**src/rtl/vc_pkg.sv**
```systemverilog
package vc_pkg;
  typedef enum logic {
    VC_IDLE = 1'b0,
    VC_WAIT = 1'b1
  } vc_state_e;
endpackage

```
**src/rtl/vc_tag_array.sv**
```systemverilog
module vc_tag_array #(
  parameter int ENTRIES = 4,
  parameter int ADDR_W  = 26,
  parameter int IDX_W   = 2
) (
  input  logic              clk,
  input  logic              rst,
  input  logic [ADDR_W-1:0] probe_addr,
  input  logic              wr_en,
  input  logic [IDX_W-1:0]  wr_idx,
  input  logic              wr_valid,
  input  logic [ADDR_W-1:0] wr_addr,
  output logic              hit,
  output logic [IDX_W-1:0]  hit_idx
);
  logic [ENTRIES-1:0] match;

  // one tag register and comparator per entry
  for (genvar g = 0; g < ENTRIES; g++) begin : g_ent
    logic              vld_q;
    logic [ADDR_W-1:0] tag_q;
    always_ff @(posedge clk) begin
      if (rst) begin
        vld_q <= 1'b0;
        tag_q <= '0;
      end else if (wr_en && wr_idx == IDX_W'(g)) begin
        vld_q <= wr_valid;
        tag_q <= wr_addr;
      end
    end
    assign match[g] = vld_q && (tag_q == probe_addr);
  end

  assign hit = |match;

  always_comb begin
    hit_idx = '0;
    for (int i = ENTRIES - 1; i >= 0; i--) begin
      if (match[i]) hit_idx = IDX_W'(i);
    end
  end
endmodule

```
**src/rtl/vc_line_store.sv**
```systemverilog
module vc_line_store #(
  parameter int ENTRIES = 4,
  parameter int LINE_W  = 64,
  parameter int IDX_W   = 2
) (
  input  logic              clk,
  input  logic              wr_en,
  input  logic [IDX_W-1:0]  wr_idx,
  input  logic [LINE_W-1:0] wr_line,
  input  logic              rd_en,
  input  logic [IDX_W-1:0]  rd_idx,
  output logic [LINE_W-1:0] rd_line
);
  logic [LINE_W-1:0] mem [ENTRIES];

  // read-before-write so a swap returns the old line
  always_ff @(posedge clk) begin
    if (wr_en) mem[wr_idx] <= wr_line;
    if (rd_en) rd_line <= mem[rd_idx];
  end
endmodule

```
**src/rtl/vc_ring_ptr.sv**
```systemverilog
module vc_ring_ptr #(
  parameter int ENTRIES = 4,
  parameter int IDX_W   = 2
) (
  input  logic             clk,
  input  logic             rst,
  input  logic             advance,
  output logic [IDX_W-1:0] ptr
);
  localparam logic [IDX_W-1:0] LAST = IDX_W'(ENTRIES - 1);

  always_ff @(posedge clk) begin
    if (rst) ptr <= '0;
    else if (advance) ptr <= (ptr == LAST) ? '0 : ptr + 1'b1;
  end
endmodule

```
**src/rtl/victim_buffer.sv**
```systemverilog
module victim_buffer #(
  parameter int ENTRIES = 4,
  parameter int ADDR_W  = 26,
  parameter int LINE_W  = 64
) (
  input  logic              clk,
  input  logic              rst,
  input  logic              lk_valid,
  input  logic [ADDR_W-1:0] lk_addr,
  input  logic              lk_disp_valid,
  input  logic [ADDR_W-1:0] lk_disp_addr,
  input  logic [LINE_W-1:0] lk_disp_line,
  output logic              busy,
  output logic              rsp_valid,
  output logic              rsp_hit,
  output logic [LINE_W-1:0] rsp_line,
  input  logic              ins_valid,
  input  logic [ADDR_W-1:0] ins_addr,
  input  logic [LINE_W-1:0] ins_line,
  output logic              mem_req_valid,
  output logic [ADDR_W-1:0] mem_req_addr,
  input  logic              mem_rsp_valid,
  input  logic [LINE_W-1:0] mem_rsp_line
);
  import vc_pkg::*;

  localparam int IDX_W = (ENTRIES > 1) ? $clog2(ENTRIES) : 1;

  vc_state_e         state_q;
  logic              hit;
  logic [IDX_W-1:0]  hit_idx;
  logic [IDX_W-1:0]  ptr;
  logic              accept, swap, ins_take, wr_en, wr_valid;
  logic [IDX_W-1:0]  wr_idx;
  logic [ADDR_W-1:0] wr_addr;
  logic [LINE_W-1:0] wr_line;
  logic [LINE_W-1:0] store_line;
  logic [LINE_W-1:0] fill_line_q;
  logic              from_mem_q;

  assign accept   = lk_valid && (state_q == VC_IDLE);
  assign swap     = accept && hit;
  assign ins_take = ins_valid && !lk_valid;
  assign wr_en    = swap || ins_take;
  assign wr_idx   = swap ? hit_idx : ptr;
  assign wr_valid = swap ? lk_disp_valid : 1'b1;
  assign wr_addr  = swap ? lk_disp_addr : ins_addr;
  assign wr_line  = swap ? lk_disp_line : ins_line;

  vc_tag_array #(.ENTRIES(ENTRIES), .ADDR_W(ADDR_W), .IDX_W(IDX_W)) u_tags (
    .clk        (clk),
    .rst        (rst),
    .probe_addr (lk_addr),
    .wr_en      (wr_en),
    .wr_idx     (wr_idx),
    .wr_valid   (wr_valid),
    .wr_addr    (wr_addr),
    .hit        (hit),
    .hit_idx    (hit_idx)
  );

  vc_line_store #(.ENTRIES(ENTRIES), .LINE_W(LINE_W), .IDX_W(IDX_W)) u_lines (
    .clk     (clk),
    .wr_en   (wr_en),
    .wr_idx  (wr_idx),
    .wr_line (wr_line),
    .rd_en   (swap),
    .rd_idx  (hit_idx),
    .rd_line (store_line)
  );

  vc_ring_ptr #(.ENTRIES(ENTRIES), .IDX_W(IDX_W)) u_ptr (
    .clk     (clk),
    .rst     (rst),
    .advance (ins_take),
    .ptr     (ptr)
  );

  always_ff @(posedge clk) begin
    if (rst) begin
      state_q       <= VC_IDLE;
      rsp_valid     <= 1'b0;
      rsp_hit       <= 1'b0;
      from_mem_q    <= 1'b0;
      mem_req_valid <= 1'b0;
      mem_req_addr  <= '0;
      fill_line_q   <= '0;
    end else begin
      rsp_valid <= 1'b0;
      case (state_q)
        VC_IDLE: begin
          if (accept) begin
            if (hit) begin
              rsp_valid  <= 1'b1;
              rsp_hit    <= 1'b1;
              from_mem_q <= 1'b0;
            end else begin
              mem_req_valid <= 1'b1;
              mem_req_addr  <= lk_addr;
              state_q       <= VC_WAIT;
            end
          end
        end
        VC_WAIT: begin
          if (mem_rsp_valid) begin
            mem_req_valid <= 1'b0;
            rsp_valid     <= 1'b1;
            rsp_hit       <= 1'b0;
            from_mem_q    <= 1'b1;
            fill_line_q   <= mem_rsp_line;
            state_q       <= VC_IDLE;
          end
        end
        default: state_q <= VC_IDLE;
      endcase
    end
  end

  assign busy     = (state_q == VC_WAIT);
  assign rsp_line = from_mem_q ? fill_line_q : store_line;
endmodule

```
**config.mk**
```make
export PLATFORM = sky130hd
export DESIGN_NAME = victim_buffer
export DESIGN_NICKNAME = d
export VERILOG_FILES = /design/src/rtl/vc_pkg.sv /design/src/rtl/vc_tag_array.sv /design/src/rtl/vc_line_store.sv /design/src/rtl/vc_ring_ptr.sv /design/src/rtl/victim_buffer.sv
export SDC_FILE = /design/constraint.sdc
export NUM_CORES = 1
export LEC_CHECK = 0
export BUFFER_PORTS_ARGS = -buffer_cell sky130_fd_sc_hd__buf_2
export CORE_MARGIN = 2
export CORE_UTILIZATION = 30
export DETAILED_ROUTE_END_ITERATION = 12
export PLACE_DENSITY = 0.58
export SLEW_MARGIN = 15
export SYNTH_ARGS = -nofsm -noshare
export SYNTH_HDL_FRONTEND = slang
export SYNTH_SLANG_ARGS = --single-unit
export TNS_END_PERCENT = 50
```
**constraint.sdc**
```tcl
create_clock -name clk -period 11.7 [get_ports clk]
set_clock_uncertainty 0.15 [all_clocks]
set_input_delay 1.755 -clock clk [delete_from_list [all_inputs] [get_ports clk]]
set_output_delay 1.755 -clock clk [all_outputs]
set_load 0.1 [all_outputs]
```
## Yosys cells after proc, flatten, opt, wreduce, memory -nomap -nowiden

Memory sizes are Yosys's and may differ from the RTL's. A register that Yosys moved wholly into a read port is not among the register bits.
Cells that the tools add are included.

- Add/subtract/negate cells: 1
- Multiply operators: 0
- Div/mod/pow operators: 0
- Order comparisons: 0
- Equal/unequal tests: 12
- Shift operators: 0
- Multiplexer cells: 31
- Bitwise logic cells: 2
- Reductions and logical operators: 19

Operator list:

| cell | count |
|---|---|
| $mux 64 | 2 |
| $eq 26x26->1 | 4 |
| $mux 26 | 1 |
| $mux 1 | 17 |
| $mux 2 | 6 |
| $logic_and 1x1->1 | 11 |
| $pmux 1 s2 | 5 |
| $reduce_and 3->1 | 3 |
| $ne 2x2->1 const B | 4 |
| $eq 2x2->1 const B | 3 |
| $reduce_or 4->1 | 1 |
| $add 2x1->2 const B | 1 |
| $eq 2x1->1 const B | 1 |
| $logic_not 2->1 | 1 |
| $not 1->1 | 2 |
| $reduce_and 2->1 | 1 |
| $logic_not 1->1 | 1 |
| $logic_or 1x1->1 | 1 |

- Register bits: 205
- Latch bits: 0
- RAM bits: 256
- ROM bits: 0
- Input bits: 276
- Output and inout bits: 94
- Word-level logic and storage cells: 82
- Memories kept: 1

Memories:

| name | words | width | read ports | clocked after Yosys merged registers in | write ports | RTL line | source |
|---|---|---|---|---|---|---|---|
| u_lines.mem | 4 | 64 | 1 | 1 | 1 | vc_line_store.sv:14 | `logic [LINE_W-1:0] mem [ENTRIES];` |

## Longest topological paths before layout

- Word-level depth: 9
- Gate-level depth with buffers: 12
- Mapped depth without buffers: 7

## Cells and area by module

A second synthesis with hierarchy kept.

- Cells, all modules: 1657
- Area total of the unflattened synthesis: 22655.5 sq um

By module, submodules not included:

| module | times used | cells an instance | area each (sq um) | seq. area each (sq um) |
|---|---|---|---|---|
| vc_line_store | 1 | 402 | 11263.3 | 9609.2 |
| victim_buffer | 1 | 601 | 6153.4 | 1901.8 |
| vc_tag_array | 1 | 646 | 5152.4 | 2162.1 |
| vc_ring_ptr | 1 | 8 | 86.3 | 40.0 |

## Least setup slack after synthesis

OpenSTA, ideal clock, no wires.

- Kind: input to register
- Start point: input port lk_addr[25]
- End point: register u_lines.rd_line[0] (read register of u_lines.mem) (enable)
- Library setup time: 0.524 ns
- Data arrival time: 6.211 ns
- Data required time: 11.026 ns
- Slack: 4.814 ns
- Stages: 6
- Path buffers: 1
- Path through: buf_2 > xor2_1 > nor4_1 > nand3_1 > or4_4 > a31oi_1

- Elaborated cells between the ends (all ways): 14
- Classes of those cells: 4 x eq/ne; 4 x mux; 6 x reduce/logical

RTL lines:

| element | RTL line | source |
|---|---|---|
| start: declaration | victim_buffer.sv:9 | `input logic [ADDR_W-1:0] lk_addr,` |
| $eq 26x26->1 | vc_tag_array.sv:31 | `assign match[g] = vld_q && (tag_q == probe_addr);` |
| $logic_and 1x1->1 | vc_tag_array.sv:31 |  |
| $reduce_or 4->1 * | vc_tag_array.sv:34 | `assign hit = \|match;` |
| $logic_and 1x1->1 * | victim_buffer.sv:42 | `assign swap = accept && hit;` |
| named net swap | victim_buffer.sv:33 | `logic accept, swap, ins_take, wr_en, wr_valid;` |
| end: declaration | vc_line_store.sv:12 | `output logic [LINE_W-1:0] rd_line` |

The timed path passes the listed nets; every way through them passes the cells marked *.
A chain may end at the register's enable or synchronous reset.

## Worst setup path after layout

- Start point: input port lk_addr[11]
- End point: register u_lines.rd_line[12] (read register of u_lines.mem), data pin

- Word-level cells in the longest chain between the ends: 6
- Elaborated cells between the ends (all ways): 14
- Classes of those cells: 4 x eq/ne; 4 x mux; 6 x reduce/logical

RTL lines:

| element | RTL line | source |
|---|---|---|
| $eq 26x26->1 | vc_tag_array.sv:31 |  |
| $logic_and 1x1->1 | vc_tag_array.sv:31 |  |
| $mux 2 (4 in a row) | vc_tag_array.sv:39 | `if (match[i]) hit_idx = IDX_W'(i);` |

Several ways; a longest one is shown, not always the timed one.

==> results.yml <==
flow_run:
  cap_viol_max_count: 0
power:
  switching_share_pct: 24.6
  clkPwrFrac_pct: 42.5
  power_mw: 4.13
  p_leak_nw: 10.7
  power.density_nw_per_um2: 156
  p_comb_share_pct: 8.4
  internal_power_mw: 3.11
  vdd_drop_max_v: 0.0000942
  pwr-share-seq_pct: 49.1
  switching_power_mw: 1.01
clock_network:
  cts.path.max_buffers: 3
  cts_tree: "built"
  root_buffer: "clkbuf_16"
  htreeDepth: 2
  post-cts-setup-buffers: 0
  cts_resized: 0
  cts_sinks: 525
  clk_pin_slew_worst_paths_ns: 0.06
  hold_buffers: 0
  clk_latency_ns: 0.62
  numCtsBuffers: 56
finish:
  final_cell_mix: "buf_2 (368), edfxtp_1 (320), mux2i_1 (243)"
  nNetsFinal: 2251
  final_common_cell: "buf_2"
  syn2layout_area_growth_pct: 20.1
  final_cells: 2980
  finish.utilization_pct: 36.3
  drive_gt1_share_pct: 30.9
global_route:
  grt-ovfl-total: 0
  grt_pass1_vias: 14000
  grt_max_degree: 116
  grt_pass1_wl_microns: 85100
  grtUsageTotal_pct: 14.9
  grt_antenna_before_repair: 2
route:
  dr_wl_met3_microns: 2820
  via_per_inst: 4.70
  initialDrtViolationCount: 842
  drt_wl_total_microns: 58000
  wl_met1_microns: 25800
  drc: 0
  vias: 14000
  first_pass_iters: 4
  wl_per_cell_microns: 19.5
  ant_nets: 0
  wl_met2_microns: 28200
  top_layer: "met4"
die:
  die-height_microns: 275
  io-pin-count: 370
  start_util_pct: 30.2
  die_width_microns: 275
  core_area_sq_um: 72800
  placementRows: 99
  die_area_sq_um: 75500
place:
  port_buffers: 369
  dp.cells: 2875
  dpl.hpwl_microns: 37300
  gp_congestion: 0.815
critical_path:
  setup.worst_path.class: "in2reg"
  r2r-start: "u_tags.g_ent[2].tag_q[11]"
  ff2ff_setup_slack_ns: 7.42
  endpoint_kind: "register"
  crit_required_ns: 11.89
  crit_path_start_kind: "input pin"
  arrival_ns: 5.46
  critPathMaxFanout: 55
  r2r_end: "u_lines.rd_line[12]"
  r2r_cells: 8
run_status:
  status: "complete, no violations"
sta:
  min_period_ns: 5.28
  worst_slew_pin_slew_ns: 1.07
  slew-limit-headroom_pct: 28.7
  fin_setup_tns_ns: 0
  rsz0062_at_grt: "no"
  slew_viol_final: 0
  timing.fmax_ghz: 0.189
  final.period_utilization_pct: 45.1
  setup_viol: 0
  finalHoldViolCount: 0
min_path:
  hp-start: "fill_line_q[46]"
  min_path_type: "reg2reg"
  min_to: "fill_line_q[46]"
  holdPathStages: 2
logic_synthesis:
  synth_nets: 1938
  synth_top_area_share_pct: 43.7
  yosys.cell_types.count: 44
  ys_seq_area_share_pct: 62.3
  netlist_area_sq_um: 22000
  ys_top_cells_by_area: "edfxtp_1 (44%), dfxtp_1 (19%), mux2i_1 (11%)"
  ys_warn_count: 0
  synth_seq_cells: 525
  synth_cells: 1661
  yosys.area.top_type: "edfxtp_1"
  syn_avg_cell_area_sq_um: 13.3
-- registers in the layout, indices dropped and copies added (netlist names) --
register / count
mem_req_valid: 1
u_ptr.ptr: 2
u_tags.g_ent.tag_q: 104
busy: 1
u_lines.rd_line: 64
u_lines.mem: 256
rsp_hit: 1
from_mem_q: 1
fill_line_q: 64
rsp_valid: 1
mem_req_addr: 26
u_tags.g_ent.vld_q: 4
-- per-layer routing --
metal  GRT usage [%]  up-vias
li1                -     6713
met1            19.6     6878
met2            25.3      326
met3            2.75       87
met4            4.07        0
met5               0        -
-- metrics by stage --
stage / cell area (sq um) / hold slack (ns) / worst slack [ns]
2_1_floorplan: 22000 / 0.283 / 4.81
3_3_place_gp: 24600 / 0.289 / 5.97
3_5_place_dp: 24600 / 0.294 / 5.95
4_1_cts: 26400 / 0.303 / 6.61
5_1_grt: 26400 / 0.321 / 6.31
6_report: 26400 / 0.300 / 6.42
-- cell type report --
| class | count | area (sq um) |
|---|---|---|
| Tap cell | 959 | 1200 |
| Antenna cell | 1 | 2.50 |
| Inverter | 1 | 3.75 |
| Clock inverter | 23 | 249 |
| Fill cell | 7099 | 46400 |
| Sequential cell | 525 | 13700 |
| Clock buffer | 81 | 1600 |
| Timing Repair Buffer | 387 | 1990 |
| Multi-Input combinational cell | 1003 | 7680 |
-- worst max-delay path, stage by stage --
cell	delay, ns
buf_2	0.17
xnor2_1	0.46
nand4_1	0.24
nor3_1	0.45
a211oi_1	0.21
o21bai_4	0.81
buf_4	0.84
mux2i_1	0.27
mux2i_1	0.10
-- cells in the mapped netlist --
cell	instances
buf_4	22
buf_6	4
nor4_1	13
o21bai_1	3
or2_1	2
dfxtp_1	205
nand2_1	137
a211oi_1	99
nor3_1	56
and3_1	2
o41a_1	1
a21oi_1	74
ha_1	1
nor4b_4	1
o31ai_2	1
mux2i_2	1
nor2b_1	2
inv_1	1
nand2b_1	5
a31oi_1	2
o21ai_0	1
xnor2_1	62
clkbuf_1	54
or3_1	2
mux2_2	128
nand3_1	5
xor2_1	42
buf_2	44
edfxtp_1	320
and2_1	3
nor4_4	1
o21a_1	2
nand4_1	17
or4_1	1
nor2_1	85
buf_8	2
a22oi_1	1
nor4_2	1
and4_1	1
a211oi_2	6
buf_1	6
o21ai_2	1
or4_4	1
mux2i_1	243
-- cell families after synthesis --
group | synth area share, %
compound gates | 5.83
fa+ha+maj | 0.0568
simple gates | 6.87
mux | 17.7
flops | 62.3
xor+xnor | 4.14
buf+inv | 3.13
-- worst max path at each step --
stage                           start                  end  slack, ns  cells past startpoint
final                     lk_addr[11]  u_lines.rd_line[12]       6.42                      9
after global routing      lk_addr[22]  u_lines.rd_line[12]       6.31                      9
after CTS                 lk_addr[11]   u_lines.rd_line[1]       6.61                      9
after detailed placement  lk_addr[11]  u_lines.rd_line[12]       5.95                      9
after global placement    lk_addr[12]   u_lines.rd_line[4]       5.97                      9
after floorplan           lk_addr[25]   u_lines.rd_line[0]       4.81                      6
-- power groups by stage --
| stage | clock [mW] | sequential (mW) | combinational (mW) |
|---|---|---|---|
| final | 1.75 | 2.03 | 0.345 |
| after global routing | 1.88 | 2.03 | 0.369 |
| after CTS | 1.81 | 2.03 | 0.348 |
| after detailed placement | 0 | 2.07 | 0.346 |
| after global placement | 0 | 2.07 | 0.342 |
| after floorplan | 0 | 2.10 | 0.195 |
Note: power is estimated with default switching activity, not from simulation.
